**src/rtl/ctl_ser_pkg.sv**
```systemverilog
package ctl_ser_pkg;

   // How stream and channel are packed into the memory address
   typedef enum logic {
      LAYOUT_STREAM_HIGH  = 1'b0,
      LAYOUT_CHANNEL_HIGH = 1'b1
   } addr_layout_e;

   localparam int unsigned DEF_STREAMS  = 8;
   localparam int unsigned DEF_CHANNELS = 32;
   localparam int unsigned DEF_WORD_W   = 8;
   localparam int unsigned DEF_CTRL_BIT = 1;
   localparam int unsigned DEF_LEAD_CH  = 1;

   function automatic bit is_pow2(input int unsigned v);
      return (v != 0) && ((v & (v - 1)) == 0);
   endfunction

endpackage

```
**src/rtl/ctl_ser_pos_ctr.sv**
```systemverilog
module ctl_ser_pos_ctr #(
   parameter int unsigned NUM_STREAMS  = ctl_ser_pkg::DEF_STREAMS,
   parameter int unsigned NUM_CHANNELS = ctl_ser_pkg::DEF_CHANNELS,
   localparam int unsigned ST_W = $clog2(NUM_STREAMS),
   localparam int unsigned CH_W = $clog2(NUM_CHANNELS)
) (
   input  logic            clk_i,
   input  logic            rst_ni,
   input  logic            frame_i,
   output logic [ST_W-1:0] nxt_slot_o,
   output logic [CH_W-1:0] nxt_chan_o,
   output logic            nxt_locked_o
);

   localparam logic [ST_W-1:0] LAST_SLOT = ST_W'(NUM_STREAMS - 1);
   localparam logic [CH_W-1:0] LAST_CHAN = CH_W'(NUM_CHANNELS - 1);

   logic [ST_W-1:0] slot_q;
   logic [CH_W-1:0] chan_q;
   logic            locked_q;

   // Position the block will hold in the next cycle
   always_comb begin
      nxt_slot_o = slot_q;
      nxt_chan_o = chan_q;
      if (frame_i) begin
         nxt_slot_o = '0;
         nxt_chan_o = '0;
      end else if (slot_q == LAST_SLOT) begin
         nxt_slot_o = '0;
         nxt_chan_o = (chan_q == LAST_CHAN) ? '0 : chan_q + 1'b1;
      end else begin
         nxt_slot_o = slot_q + 1'b1;
      end
      nxt_locked_o = locked_q | frame_i;
   end

   always_ff @(posedge clk_i or negedge rst_ni) begin
      if (!rst_ni) begin
         slot_q   <= '0;
         chan_q   <= '0;
         locked_q <= 1'b0;
      end else begin
         slot_q   <= nxt_slot_o;
         chan_q   <= nxt_chan_o;
         locked_q <= nxt_locked_o;
      end
   end

endmodule

```
**src/rtl/ctl_ser_addr_map.sv**
```systemverilog
module ctl_ser_addr_map #(
   parameter int unsigned NUM_STREAMS  = ctl_ser_pkg::DEF_STREAMS,
   parameter int unsigned NUM_CHANNELS = ctl_ser_pkg::DEF_CHANNELS,
   parameter int unsigned LEAD_CH      = ctl_ser_pkg::DEF_LEAD_CH,
   parameter ctl_ser_pkg::addr_layout_e ADDR_LAYOUT = ctl_ser_pkg::LAYOUT_STREAM_HIGH,
   localparam int unsigned ST_W   = $clog2(NUM_STREAMS),
   localparam int unsigned CH_W   = $clog2(NUM_CHANNELS),
   localparam int unsigned ADDR_W = ST_W + CH_W
) (
   input  logic [ST_W-1:0]   slot_i,
   input  logic [CH_W-1:0]   chan_i,
   output logic [ADDR_W-1:0] addr_o
);

   localparam logic [CH_W-1:0] LEAD = CH_W'(LEAD_CH);

   logic [CH_W-1:0] tgt_chan;
   logic [ST_W-1:0] tgt_stream;

   // Power-of-two channel count lets the lead wrap by truncation
   assign tgt_chan   = chan_i + LEAD;
   assign tgt_stream = slot_i;

   generate
      if (ADDR_LAYOUT == ctl_ser_pkg::LAYOUT_STREAM_HIGH) begin : g_stream_high
         assign addr_o = {tgt_stream, tgt_chan};
      end else begin : g_channel_high
         assign addr_o = {tgt_chan, tgt_stream};
      end
   endgenerate

endmodule

```
**src/rtl/ctl_ser_out_stage.sv**
```systemverilog
module ctl_ser_out_stage #(
   parameter int unsigned WORD_W   = ctl_ser_pkg::DEF_WORD_W,
   parameter int unsigned CTRL_BIT = ctl_ser_pkg::DEF_CTRL_BIT
) (
   input  logic              clk_i,
   input  logic              rst_ni,
   input  logic [WORD_W-1:0] word_i,
   input  logic              locked_i,
   output logic              ctrl_o
);

   logic flag;
   logic ctrl_q;

   assign flag = word_i[CTRL_BIT];

   always_ff @(posedge clk_i or negedge rst_ni) begin
      if (!rst_ni) ctrl_q <= 1'b0;
      else         ctrl_q <= locked_i & flag;
   end

   assign ctrl_o = ctrl_q;

endmodule

```
**src/rtl/ctl_bit_serializer.sv**
```systemverilog
module ctl_bit_serializer #(
   parameter int unsigned NUM_STREAMS  = ctl_ser_pkg::DEF_STREAMS,
   parameter int unsigned NUM_CHANNELS = ctl_ser_pkg::DEF_CHANNELS,
   parameter int unsigned WORD_W       = ctl_ser_pkg::DEF_WORD_W,
   parameter int unsigned CTRL_BIT     = ctl_ser_pkg::DEF_CTRL_BIT,
   parameter int unsigned LEAD_CH      = ctl_ser_pkg::DEF_LEAD_CH,
   parameter ctl_ser_pkg::addr_layout_e ADDR_LAYOUT = ctl_ser_pkg::LAYOUT_STREAM_HIGH,
   localparam int unsigned ST_W   = $clog2(NUM_STREAMS),
   localparam int unsigned CH_W   = $clog2(NUM_CHANNELS),
   localparam int unsigned ADDR_W = ST_W + CH_W
) (
   input  logic              clk_i,
   input  logic              rst_ni,
   input  logic              frame_i,
   output logic [ADDR_W-1:0] cm_addr_o,
   input  logic [WORD_W-1:0] cm_data_i,
   output logic              ctrl_o
);

   // Elaboration-time parameter checks
   generate
      if (!ctl_ser_pkg::is_pow2(NUM_STREAMS) || NUM_STREAMS < 2) begin : g_bad_streams
         $error("NUM_STREAMS must be a power of two, at least 2");
      end
      if (!ctl_ser_pkg::is_pow2(NUM_CHANNELS) || NUM_CHANNELS < 2) begin : g_bad_channels
         $error("NUM_CHANNELS must be a power of two, at least 2");
      end
      if (CTRL_BIT >= WORD_W) begin : g_bad_bit
         $error("CTRL_BIT must lie inside the memory word");
      end
      if (LEAD_CH >= NUM_CHANNELS) begin : g_bad_lead
         $error("LEAD_CH must be smaller than NUM_CHANNELS");
      end
   endgenerate

   logic [ST_W-1:0] nxt_slot;
   logic [CH_W-1:0] nxt_chan;
   logic            nxt_locked;

   ctl_ser_pos_ctr #(
      .NUM_STREAMS (NUM_STREAMS),
      .NUM_CHANNELS(NUM_CHANNELS)
   ) u_pos (
      .clk_i       (clk_i),
      .rst_ni      (rst_ni),
      .frame_i     (frame_i),
      .nxt_slot_o  (nxt_slot),
      .nxt_chan_o  (nxt_chan),
      .nxt_locked_o(nxt_locked)
   );

   ctl_ser_addr_map #(
      .NUM_STREAMS (NUM_STREAMS),
      .NUM_CHANNELS(NUM_CHANNELS),
      .LEAD_CH     (LEAD_CH),
      .ADDR_LAYOUT (ADDR_LAYOUT)
   ) u_map (
      .slot_i(nxt_slot),
      .chan_i(nxt_chan),
      .addr_o(cm_addr_o)
   );

   ctl_ser_out_stage #(
      .WORD_W  (WORD_W),
      .CTRL_BIT(CTRL_BIT)
   ) u_out (
      .clk_i   (clk_i),
      .rst_ni  (rst_ni),
      .word_i  (cm_data_i),
      .locked_i(nxt_locked),
      .ctrl_o  (ctrl_o)
   );

endmodule

```
**config.mk**
```make
export PLATFORM = sky130hd
export DESIGN_NAME = ctl_bit_serializer
export DESIGN_NICKNAME = d
export VERILOG_FILES = /design/src/rtl/ctl_ser_pkg.sv /design/src/rtl/ctl_ser_pos_ctr.sv /design/src/rtl/ctl_ser_addr_map.sv /design/src/rtl/ctl_ser_out_stage.sv /design/src/rtl/ctl_bit_serializer.sv
export SDC_FILE = /design/constraint.sdc
export NUM_CORES = 1
export LEC_CHECK = 0
export BUFFER_PORTS_ARGS = -buffer_cell sky130_fd_sc_hd__buf_2
export CAP_MARGIN = 20
export CORE_AREA = 5 5 42 44
export CTS_CLUSTER_DIAMETER = 200
export DETAILED_ROUTE_END_ITERATION = 16
export DIE_AREA = 0 0 47 49
export HOLD_SLACK_MARGIN = 0.03
export PLACE_DENSITY = 0.63
export SKIP_LAST_GASP = 1
export SLEW_MARGIN = 30
export SYNTH_ARGS = -nofsm -noshare
export SYNTH_HDL_FRONTEND = slang
export SYNTH_HIERARCHICAL = 1
export SYNTH_SLANG_ARGS = --single-unit
export TNS_END_PERCENT = 100
```
**constraint.sdc**
```tcl
create_clock -name clk_i -period 3.8 [get_ports clk_i]
set_input_delay 0.38 -clock clk_i [delete_from_list [all_inputs] [get_ports clk_i]]
set_output_delay 0.38 -clock clk_i [all_outputs]
set_load 0.02 [all_outputs]
```
==> metrics.md, run 1 <==
| Metric | Value |
|---|---|
| Outcome | `complete, no violations` |
| # diodes | `0` |
| Final TNS setup | `0 ns` |
| Cell area power density | `325 nW/um^2` |
| Core region area | `1400 um^2` |
| Placer Congestion | `0.675` |
| Hold-fix buffers, CTS | `1` |
| RSZ-0062 raised after global routing | `false` |
| Slew HR | `0.792` |
| CP max FO | `5` |
| Number of I/O port buffers | `12` |
| Die Wd | `47 um` |
| Worst setup margin | `0.842 ns` |
| Synth-to-layout area growth | `14.3%` |
| Fin. max-slew vios | `0` |
| Final ANT Viol Nets | `0` |
| Vias | `365` |
| Fin crit share | `0.779` |
| Fin. Hold Viols | `0` |
| Critical Path Sink Type | `output pin` |
| FMAX | `338 MHz` |
| Synthesized instance count | `49` |
| Sequential-to-total area share from yosys stat | `0.475` |
| Worst Skew | `0.00161 ns` |
| Final setup violation count | `0` |
| Max_cap viols | `0` |
| Final Util | `0.429` |
| Worst setup SP type | `flip-flop` |
| Clk_lat worst skew | `0.25 ns` |
| Cell area after synthesis | `527 um^2` |
| Synth Register Bits | `10` |
| Ports | `20` |
| Non-Filler Instances | `76` |
| Max clock buf depth | `2` |
| Post-synth top flop | `dfrtp_1` |
| Setup Fix Bufs, Post-CTS | `0` |
| Die area | `2300 um^2` |
| Pleak | `0.306 nW` |
| Synth async-reset ratio | `1.00` |
| TritonCTS clock tree | `built` |
| Worst hold-check path type | `in2reg` |
| Pre-CTS setup slack | `1.14 ns` |
| Ys Warns | `6` |
| Initial antenna violation count | `0` |
| Root Driver | `clkbuf_4` |
| Number of global-route vias before repair | `401` |
| Worst Path Required | `3.42 ns` |
| Worst-margin pin slew | `0.312 ns` |
| HPWL Detailed | `665 um` |
| Commonest non-fill, non-tap cells in the layout | `buf_2, dfrtp_1, ha_1, nor2_1` |
| Clock period minus worst slack | `2.96 ns` |
| WL final | `863 um` |
| Pwr Total | `196 uW` |
| WL/cell | `11.4 um` |
| Site row count | `14` |
| Most common cell after layout, fill and taps aside | `buf_2` |
| DR iter-0 viols | `0` |
| Tot GR Track Use | `0.0984` |
| EDFF count, synth | `0` |
| FILL cells | `135` |
| Clk sinks | `10` |
| Yosys cell types | `23` |
| CTS H-tree lvls | `1` |
| Largest net degree at the start of global routing | `11` |
| Crit path DAT | `2.58 ns` |
| Initial core utilization | `0.376` |
| Placed cells | `72` |
| Synth Area per Inst | `10.8 um^2` |
| CTS-repair resized insts | `0` |
| Clk slew on worst S/H paths | `0.06 ns` |
| Vias per Instance | `4.80` |
| DRC | `0` |
| Syn_nets | `65` |
| Die height | `49 um` |
| CTS Buf Count | `3` |
| Pre-Repair DR Iteration Count | `1` |
| VDD IR-drop max | `236 uV` |
| WS Path Type | `reg2out` |
| First-pass GRT wire length | `1640 um` |
| GRT overflow | `0` |
| Layout cell share with drive strength beyond 1 | `0.283` |
| Final #Nets | `78` |
## cells in the mapped netlist, drive strengths merged, types with 2 or more instances
library cell,count,share of area
nor2,4,0.028
ha,5,0.12
nand3,3,0.028
mux2i,2,0.038
inv,2,0.014
buf,4,0.064
dfrtp,10,0.48
o21ai,2,0.019
a21oi,3,0.028
nor2b,2,0.024
xnor2,2,0.033
## per-stage QoR
stage	area [um^2]	hold WS, ns
3_3_place_gp	569	0.251
2_1_floorplan	527	0.0844
6_report	602	0.335
4_1_cts	602	0.320
5_1_grt	602	0.351
3_5_place_dp	569	0.250
## kinds of logic after synthesis
kind of cell             after synthesis  synth area share
AND/OR/NAND/NOR                       16             0.173
XOR/XNOR                               3            0.0499
flip-flops                            10             0.475
AO/OA/AOI/OAI                          6            0.0594
multiplexers                           2            0.0380
adder cells (fa/ha/maj)                5             0.119
buffers and inverters                  7            0.0855
## per-layer routing
metal,track usage,share of wire
met1,0.135,0.49
met2,0.131,0.45
met3,0.0221,0.045
met4,0.0691,0.012
met5,0,0
## power breakdown
group / switching, mW / leakage (nW) / internal [mW]
clock: 0.0306 / 0.0138 / 0.0363
sequential: 0.00108 / 0.130 / 0.110
combinational: 0.0112 / 0.163 / 0.00667
## critical path, cell delays in order, from the launching register on
cell and delay (ns):
dfrtp_1 0.42, ha_1 0.24, and3_1 0.19, ha_1 0.23
or4_1 0.48, a21oi_1 0.29, nand3_1 0.15, xnor2_1 0.15
buf_2 0.18
## registers in the layout, indices dropped and copies added (netlist names)
| signal | flops |
|---|---|
| u_out/ctrl_o | 1 |
| u_pos/locked_q | 1 |
| u_pos/chan_q | 5 |
| u_pos/slot_q | 3 |
## cell type report
cell class,instances,area [um^2],share of cell area
flip-flops and latches,10,250,0.416
repair buffers,13,70.1,0.116
clock buffers,3,22.5,0.0374
multi-input cells,32,231,0.385
inverters,2,7.51,0.0125
well taps,16,20.0,0.0333
## final timing paths
kind / from / to / slack (ns) / cells after the start
min in group asynchronous: rst_ni / u_pos/chan_q[4]$_DFF_PN0_ / 0.52 / 2
max: u_pos/chan_q[0]$_DFF_PN0_ / cm_addr_o[4] / 0.84 / 8
min reg2reg: u_pos/locked_q$_DFF_PN0_ / u_pos/locked_q$_DFF_PN0_ / 0.45 / 1
max reg2reg: u_pos/chan_q[0]$_DFF_PN0_ / u_pos/chan_q[3]$_DFF_PN0_ / 1.83 / 5
max in group asynchronous: rst_ni / u_out/ctrl_o$_DFF_PN0_ / 3.10 / 2
min: cm_data_i[1] / u_out/ctrl_o$_DFF_PN0_ / 0.34 / 2
No activity file was read; power rests on OpenSTA's default activity.
==> run 2: changes to the inputs <==
- ABC_AREA: default -> 1
- clock period: 3.8 -> 3 ns (I/O delays scaled with it)
==> metrics.md, run 2 <==
| Metric | Value |
|---|---|
| TritonCTS clock tree | `built` |
| Pre-Repair DR Iteration Count | `4` |
| Clk sinks | `10` |
| Vias per Instance | `4.63` |
| DR iter-0 viols | `9` |
| Synth top area cells | `dfrtp_1, ha_1, nand2_1` |
| Clk slew on worst S/H paths | `0.06 ns` |
| Slew HR | `0.759` |
| Initial antenna violation count | `0` |
| Site row count | `14` |
| WS Path Type | `reg2out` |
| Crit path DAT | `2.28 ns` |
| Largest reg by FF count | `u_pos/chan_q` |
| Layout cell share with drive strength beyond 1 | `0.260` |
| CP max FO | `5` |
| Worst Path Required | `2.70 ns` |
| Yosys cell types | `16` |
| Root Driver | `clkbuf_4` |
| Fin. Hold Viols | `0` |
| Synth async-reset ratio | `1.00` |
| WL final | `958 um` |
| Final TNS setup | `0 ns` |
| Number of global-route vias before repair | `423` |
| Worst setup SP type | `flip-flop` |
| Tot GR Track Use | `0.104` |
| CTS Buf Count | `3` |
| Placer Congestion | `0.687` |
| Cell area power density | `439 nW/um^2` |
| Clk_lat worst skew | `0.25 ns` |
| Vias | `431` |
| Largest net degree at the start of global routing | `11` |
| RSZ-0062 raised after global routing | `false` |
| First-pass GRT wire length | `1770 um` |
| Max reg flops | `5` |
| Final ANT Viol Nets | `0` |
| FMAX | `387 MHz` |
| Share of the synthesized area in the top cell type | `0.467` |
| Worst r2r src | `u_pos/chan_q[0]$_DFF_PN0_` |
| Commonest non-fill, non-tap cells in the layout | `buf_2, nand2_1, dfrtp_1, nor2_1, inv_1` |
| Number of I/O port buffers | `12` |
| Worst hold-check path type | `in2reg` |
| Post-synth top flop | `dfrtp_1` |
| Post-synth top area cell | `dfrtp_1` |
| HPWL Detailed | `789 um` |
| Post-route cell area | `647 um^2` |
| CTS H-tree lvls | `1` |
| Ports | `20` |
| Pleak | `0.373 nW` |
| Worst Skew | `0.00234 ns` |
| FILL cells | `147` |
| Worst Setup SP | `u_pos/chan_q[0]$_DFF_PN0_` |
| Cell area after synthesis | `536 um^2` |
| Synth-to-layout area growth | `20.8%` |
| Die Wd | `47 um` |
| WL/cell | `10.3 um` |
| Outcome | `complete, no violations` |
| Worst setup margin | `0.415 ns` |
| DP Area | `601 um^2` |
| Synthesized instance count | `62` |
| Ys Warns | `6` |
| GRT overflow | `0` |
| Sequential-to-total area share from yosys stat | `0.467` |
| Die area | `2300 um^2` |
| # diodes | `0` |
| Core region area | `1400 um^2` |
| Top flop regs | `u_pos/chan_q: 5 flops, u_pos/slot_q: 3 flops` |
| Most common cell after layout, fill and taps aside | `buf_2` |
| Synth Area per Inst | `8.64 um^2` |
| DRC | `0` |
| Initial core utilization | `0.382` |
| Syn_nets | `78` |
| EDFF count, synth | `0` |
| Most frequent cells after synthesis | `nand2_1, dfrtp_1, nor2_1` |
| Hold Path Origin | `cm_data_i[1]` |
| Pre-CTS setup slack | `0.669 ns` |
| Final setup violation count | `0` |
| Die height | `49 um` |
| Fin crit share | `0.862` |
| Fin. max-slew vios | `0` |
| Max_cap viols | `0` |
| Worst-margin pin slew | `0.360 ns` |
| Final #Nets | `94` |
| VDD IR-drop max | `394 uV` |
| Max clock buf depth | `2` |
| Synth Register Bits | `10` |
| Clock period minus worst slack | `2.58 ns` |
| Most common cell in the netlist | `nand2_1` |
| Critical Path Sink Type | `output pin` |
-- run 2: final timing paths --
check | endpoint | slack [ns] | cells after the start
min reg2reg | u_pos/locked_q$_DFF_PN0_ | 0.45 | 1
min | u_out/ctrl_o$_DFF_PN0_ | 0.25 | 3
min in group asynchronous | u_pos/slot_q[2]$_DFF_PN0_ | 0.43 | 2
max reg2reg | u_pos/chan_q[3]$_DFF_PN0_ | 1.38 | 8
max in group asynchronous | u_pos/chan_q[0]$_DFF_PN0_ | 2.39 | 2
max | cm_addr_o[4] | 0.42 | 12
-- run 2: cell type report --
cell class              count  area, um^2  share of cell area
well taps                  16        20.0              0.0309
flip-flops and latches     10         250               0.387
inverters                   9        33.8              0.0522
repair buffers             14        77.6               0.120
multi-input cells          40         229               0.354
clock buffers               4        36.3              0.0561
-- run 2: report_power, final --
part           switching (mW)  internal (mW)  total [mW]
combinational          0.0175        0.00929      0.0267
clock                  0.0426         0.0735       0.116
sequential            0.00166          0.139       0.141
-- run 2: what timing repair did --
action,CTS,global route
hold buffers,1,0
hold endpoints to repair,10,0
setup buffers,0,0
resized for setup,0,0
-- run 2: kinds of logic after synthesis --
logic type	after synthesis	share of synthesized area
buffers and inverters	12	0.105
xor gates and xnor gates	2	0.0327
adders and majority gates	5	0.117
DFF	10	0.467
AOI/OAI and AO/OA	2	0.0187
and+or+nand+nor	31	0.259
-- run 2: layer usage --
| layer | wire length [um] | vias up | GRT usage |
|---|---|---|---|
| li1 | - | 222 | - |
| met1 | 404 | 205 | 0.120 |
| met2 | 513 | 4 | 0.174 |
| met3 | 39 | 0 | 0.0517 |
| met4 | 0 | 0 | 0.0138 |
| met5 | 0 | - | 0 |
-- run 2: worst max-delay path: stages, from the launching register on --
cell and delay, ns:
dfrtp_1 0.41, ha_1 0.22, and3_1 0.19, ha_1 0.17, nand2_1 0.06, nand2_1 0.08
nor3b_1 0.19, buf_4 0.16, ha_1 0.20, nand3_1 0.09, nand2_1 0.08, nand2_1 0.04
buf_2 0.15
-- run 2: per-stage QoR --
step	total power [mW]	utilization	std cells	hold WS, ns
after global routing	0.301	0.462	93	0.251
after global placement	0.169	0.429	88	0.165
final	0.284	0.462	93	0.250
after floorplan	0.163	-	62	0.00441
after detailed placement	0.170	0.429	88	0.167
after CTS	0.287	0.462	93	0.243
==> run 3: changes to the inputs <==
- BUFFER_PORTS_ARGS: -buffer_cell sky130_fd_sc_hd__buf_2 -> default
- DONT_BUFFER_PORTS: default -> 1
- PLACE_DENSITY: 0.63 -> 0.51
==> metrics.md, run 3 (synthesis results as in run 2) <==
| Metric | Value |
|---|---|
| CTS H-tree lvls | `1` |
| Worst Skew | `0.00241 ns` |
| WL final | `892 um` |
| Crit path DAT | `2.33 ns` |
| Setup Fix Bufs, Post-CTS | `0` |
| DP Area | `541 um^2` |
| GRT overflow | `0` |
| Outcome | `complete, no violations` |
| Worst setup SP type | `flip-flop` |
| Max_cap viols | `0` |
| WL/cell | `11.0 um` |
| # diodes | `0` |
| Pwr Total | `278 uW` |
| DR iter-0 viols | `7` |
| Largest reg by FF count | `u_pos/chan_q` |
| Worst Path Required | `2.70 ns` |
| Core region area | `1400 um^2` |
| Cell area power density | `475 nW/um^2` |
| FMAX | `381 MHz` |
| Final #Nets | `82` |
| Final hold slack | `0.143 ns` |
| Hold depth | `2` |
| Die height | `49 um` |
| Number of global-route vias before repair | `391` |
| Root Driver | `clkbuf_4` |
| Max clock buf depth | `2` |
| Clock period minus worst slack | `2.63 ns` |
| Max reg flops | `5` |
| Vias per Instance | `4.96` |
| CTS Buf Count | `3` |
| Crit path largest cell delay | `0.41 ns` |
| Hold-fix buffers, CTS | `1` |
| Synth-to-layout area growth | `9.58%` |
| CP max FO | `5` |
| DRC | `0` |
| VDD IR-drop max | `240 uV` |
| Number of I/O port buffers | `0` |
| Register-to-Register Path Depth | `3` |
| Vias | `402` |
| Post-route cell area | `587 um^2` |
| Final ANT Viol Nets | `0` |
| CTS-repair resized insts | `0` |
| Final TNS setup | `0 ns` |
| Crit-path leading delay family | `adder cells` |
| First-pass GRT wire length | `1610 um` |
| TritonCTS clock tree | `built` |
| Slowest stage cell, crit path | `dfrtp_1` |
| Largest net degree at the start of global routing | `11` |
| Initial antenna violation count | `0` |
| Clk_lat worst skew | `0.26 ns` |
| RSZ-0062 raised after global routing | `false` |
| Tot GR Track Use | `0.0956` |
| Slew HR | `0.530` |
| Die Wd | `47 um` |
| Ports | `20` |
| WS Path Type | `reg2out` |
| Initial core utilization | `0.382` |
| Placer Congestion | `0.686` |
| Pre-CTS setup slack | `0.632 ns` |
| Commonest non-fill, non-tap cells in the layout | `nand2_1, dfrtp_1, nor2_1, inv_1, ha_1` |
| Worst-margin pin slew | `0.699 ns` |
| Pre-Repair DR Iteration Count | `4` |
| Most used cell along the critical path | `ha_1` |
| Fin crit share | `0.875` |
| Layout cell share with drive strength beyond 1 | `0.123` |
| Fin. Hold Viols | `0` |
| Clk slew on worst S/H paths | `0.06 ns` |
| Die area | `2300 um^2` |
| Pleak | `0.317 nW` |
| Critical Path Sink Type | `output pin` |
| Worst setup margin | `0.374 ns` |
| CP bufs+invs | `1` |
| Site row count | `14` |
| HPWL Detailed | `715 um` |
| Crit-path cells | `ha_1 > and3_1 > ha_1 > nand2_1 > nand2_1 > nor3b_1 > buf_4 > ha_1 > xor2_1` |
| Worst hold-check path type | `in2reg` |
| Fin. max-slew vios | `0` |
| Final setup violation count | `0` |
| Critical path depth in cells | `9` |
| Top flop regs | `u_pos/chan_q: 5 flops, u_pos/slot_q: 3 flops` |
| Most common cell after layout, fill and taps aside | `nand2_1` |
| Clk sinks | `10` |
==> run 3: cell types whose count changed in the layout (fill, tap and decap cells not counted) <==
cell | previous run | this run
buf_2 | 12 | 0
==> run 3: path summary, 6_finish.rpt <==
check | start | end | slack, ns
hold / removal | cm_data_i[1] | u_out/ctrl_o$_DFF_PN0_ | 0.14
setup / recovery | u_pos/chan_q[0]$_DFF_PN0_ | cm_addr_o[2] | 0.37
min in group asynchronous | rst_ni | u_pos/chan_q[4]$_DFF_PN0_ | 0.41
setup reg to reg | u_pos/slot_q[0]$_DFF_PN0_ | u_pos/slot_q[0]$_DFF_PN0_ | 1.34
hold reg to reg | u_pos/locked_q$_DFF_PN0_ | u_pos/locked_q$_DFF_PN0_ | 0.46
max in group asynchronous | rst_ni | u_pos/chan_q[3]$_DFF_PN0_ | 2.29
==> run 3: layout make-up <==
type	instances	area, um^2
Clock buffer	4	36.3
Timing Repair Buffer	2	17.5
Multi-Input combinational cell	40	229
Tap cell	16	20.0
Sequential cell	10	250
Inverter	9	33.8
Fill cell	155	815
==> run 3: routing by layer <==
layer / track usage / share of wire
met3: 0.0332 / 0.057
met1: 0.117 / 0.40
met5: 0 / 0
met4: 0.0599 / 0.046
met2: 0.138 / 0.49
==> run 3: worst reg2reg max path, stage by stage, from the launching register on <==
cell and delay, ns:
dfrtp_1 0.38, ha_1 0.20, ha_1 0.28, nor3_1 0.63
==> run 3: stage by stage <==
stage                     cells  utilization
after global placement       76        0.386
after detailed placement     76        0.386
final                        81        0.419
after CTS                    81        0.419
after floorplan              62            -
after global routing         81        0.419
==> run 3: power by group <==
part | internal [mW] | leakage (nW) | switching, mW
Clock | 0.0736 | 0.0210 | 0.0440
Combinational | 0.00495 | 0.167 | 0.0140
Sequential | 0.139 | 0.130 | 0.00272
Total | 0.218 | 0.317 | 0.0607
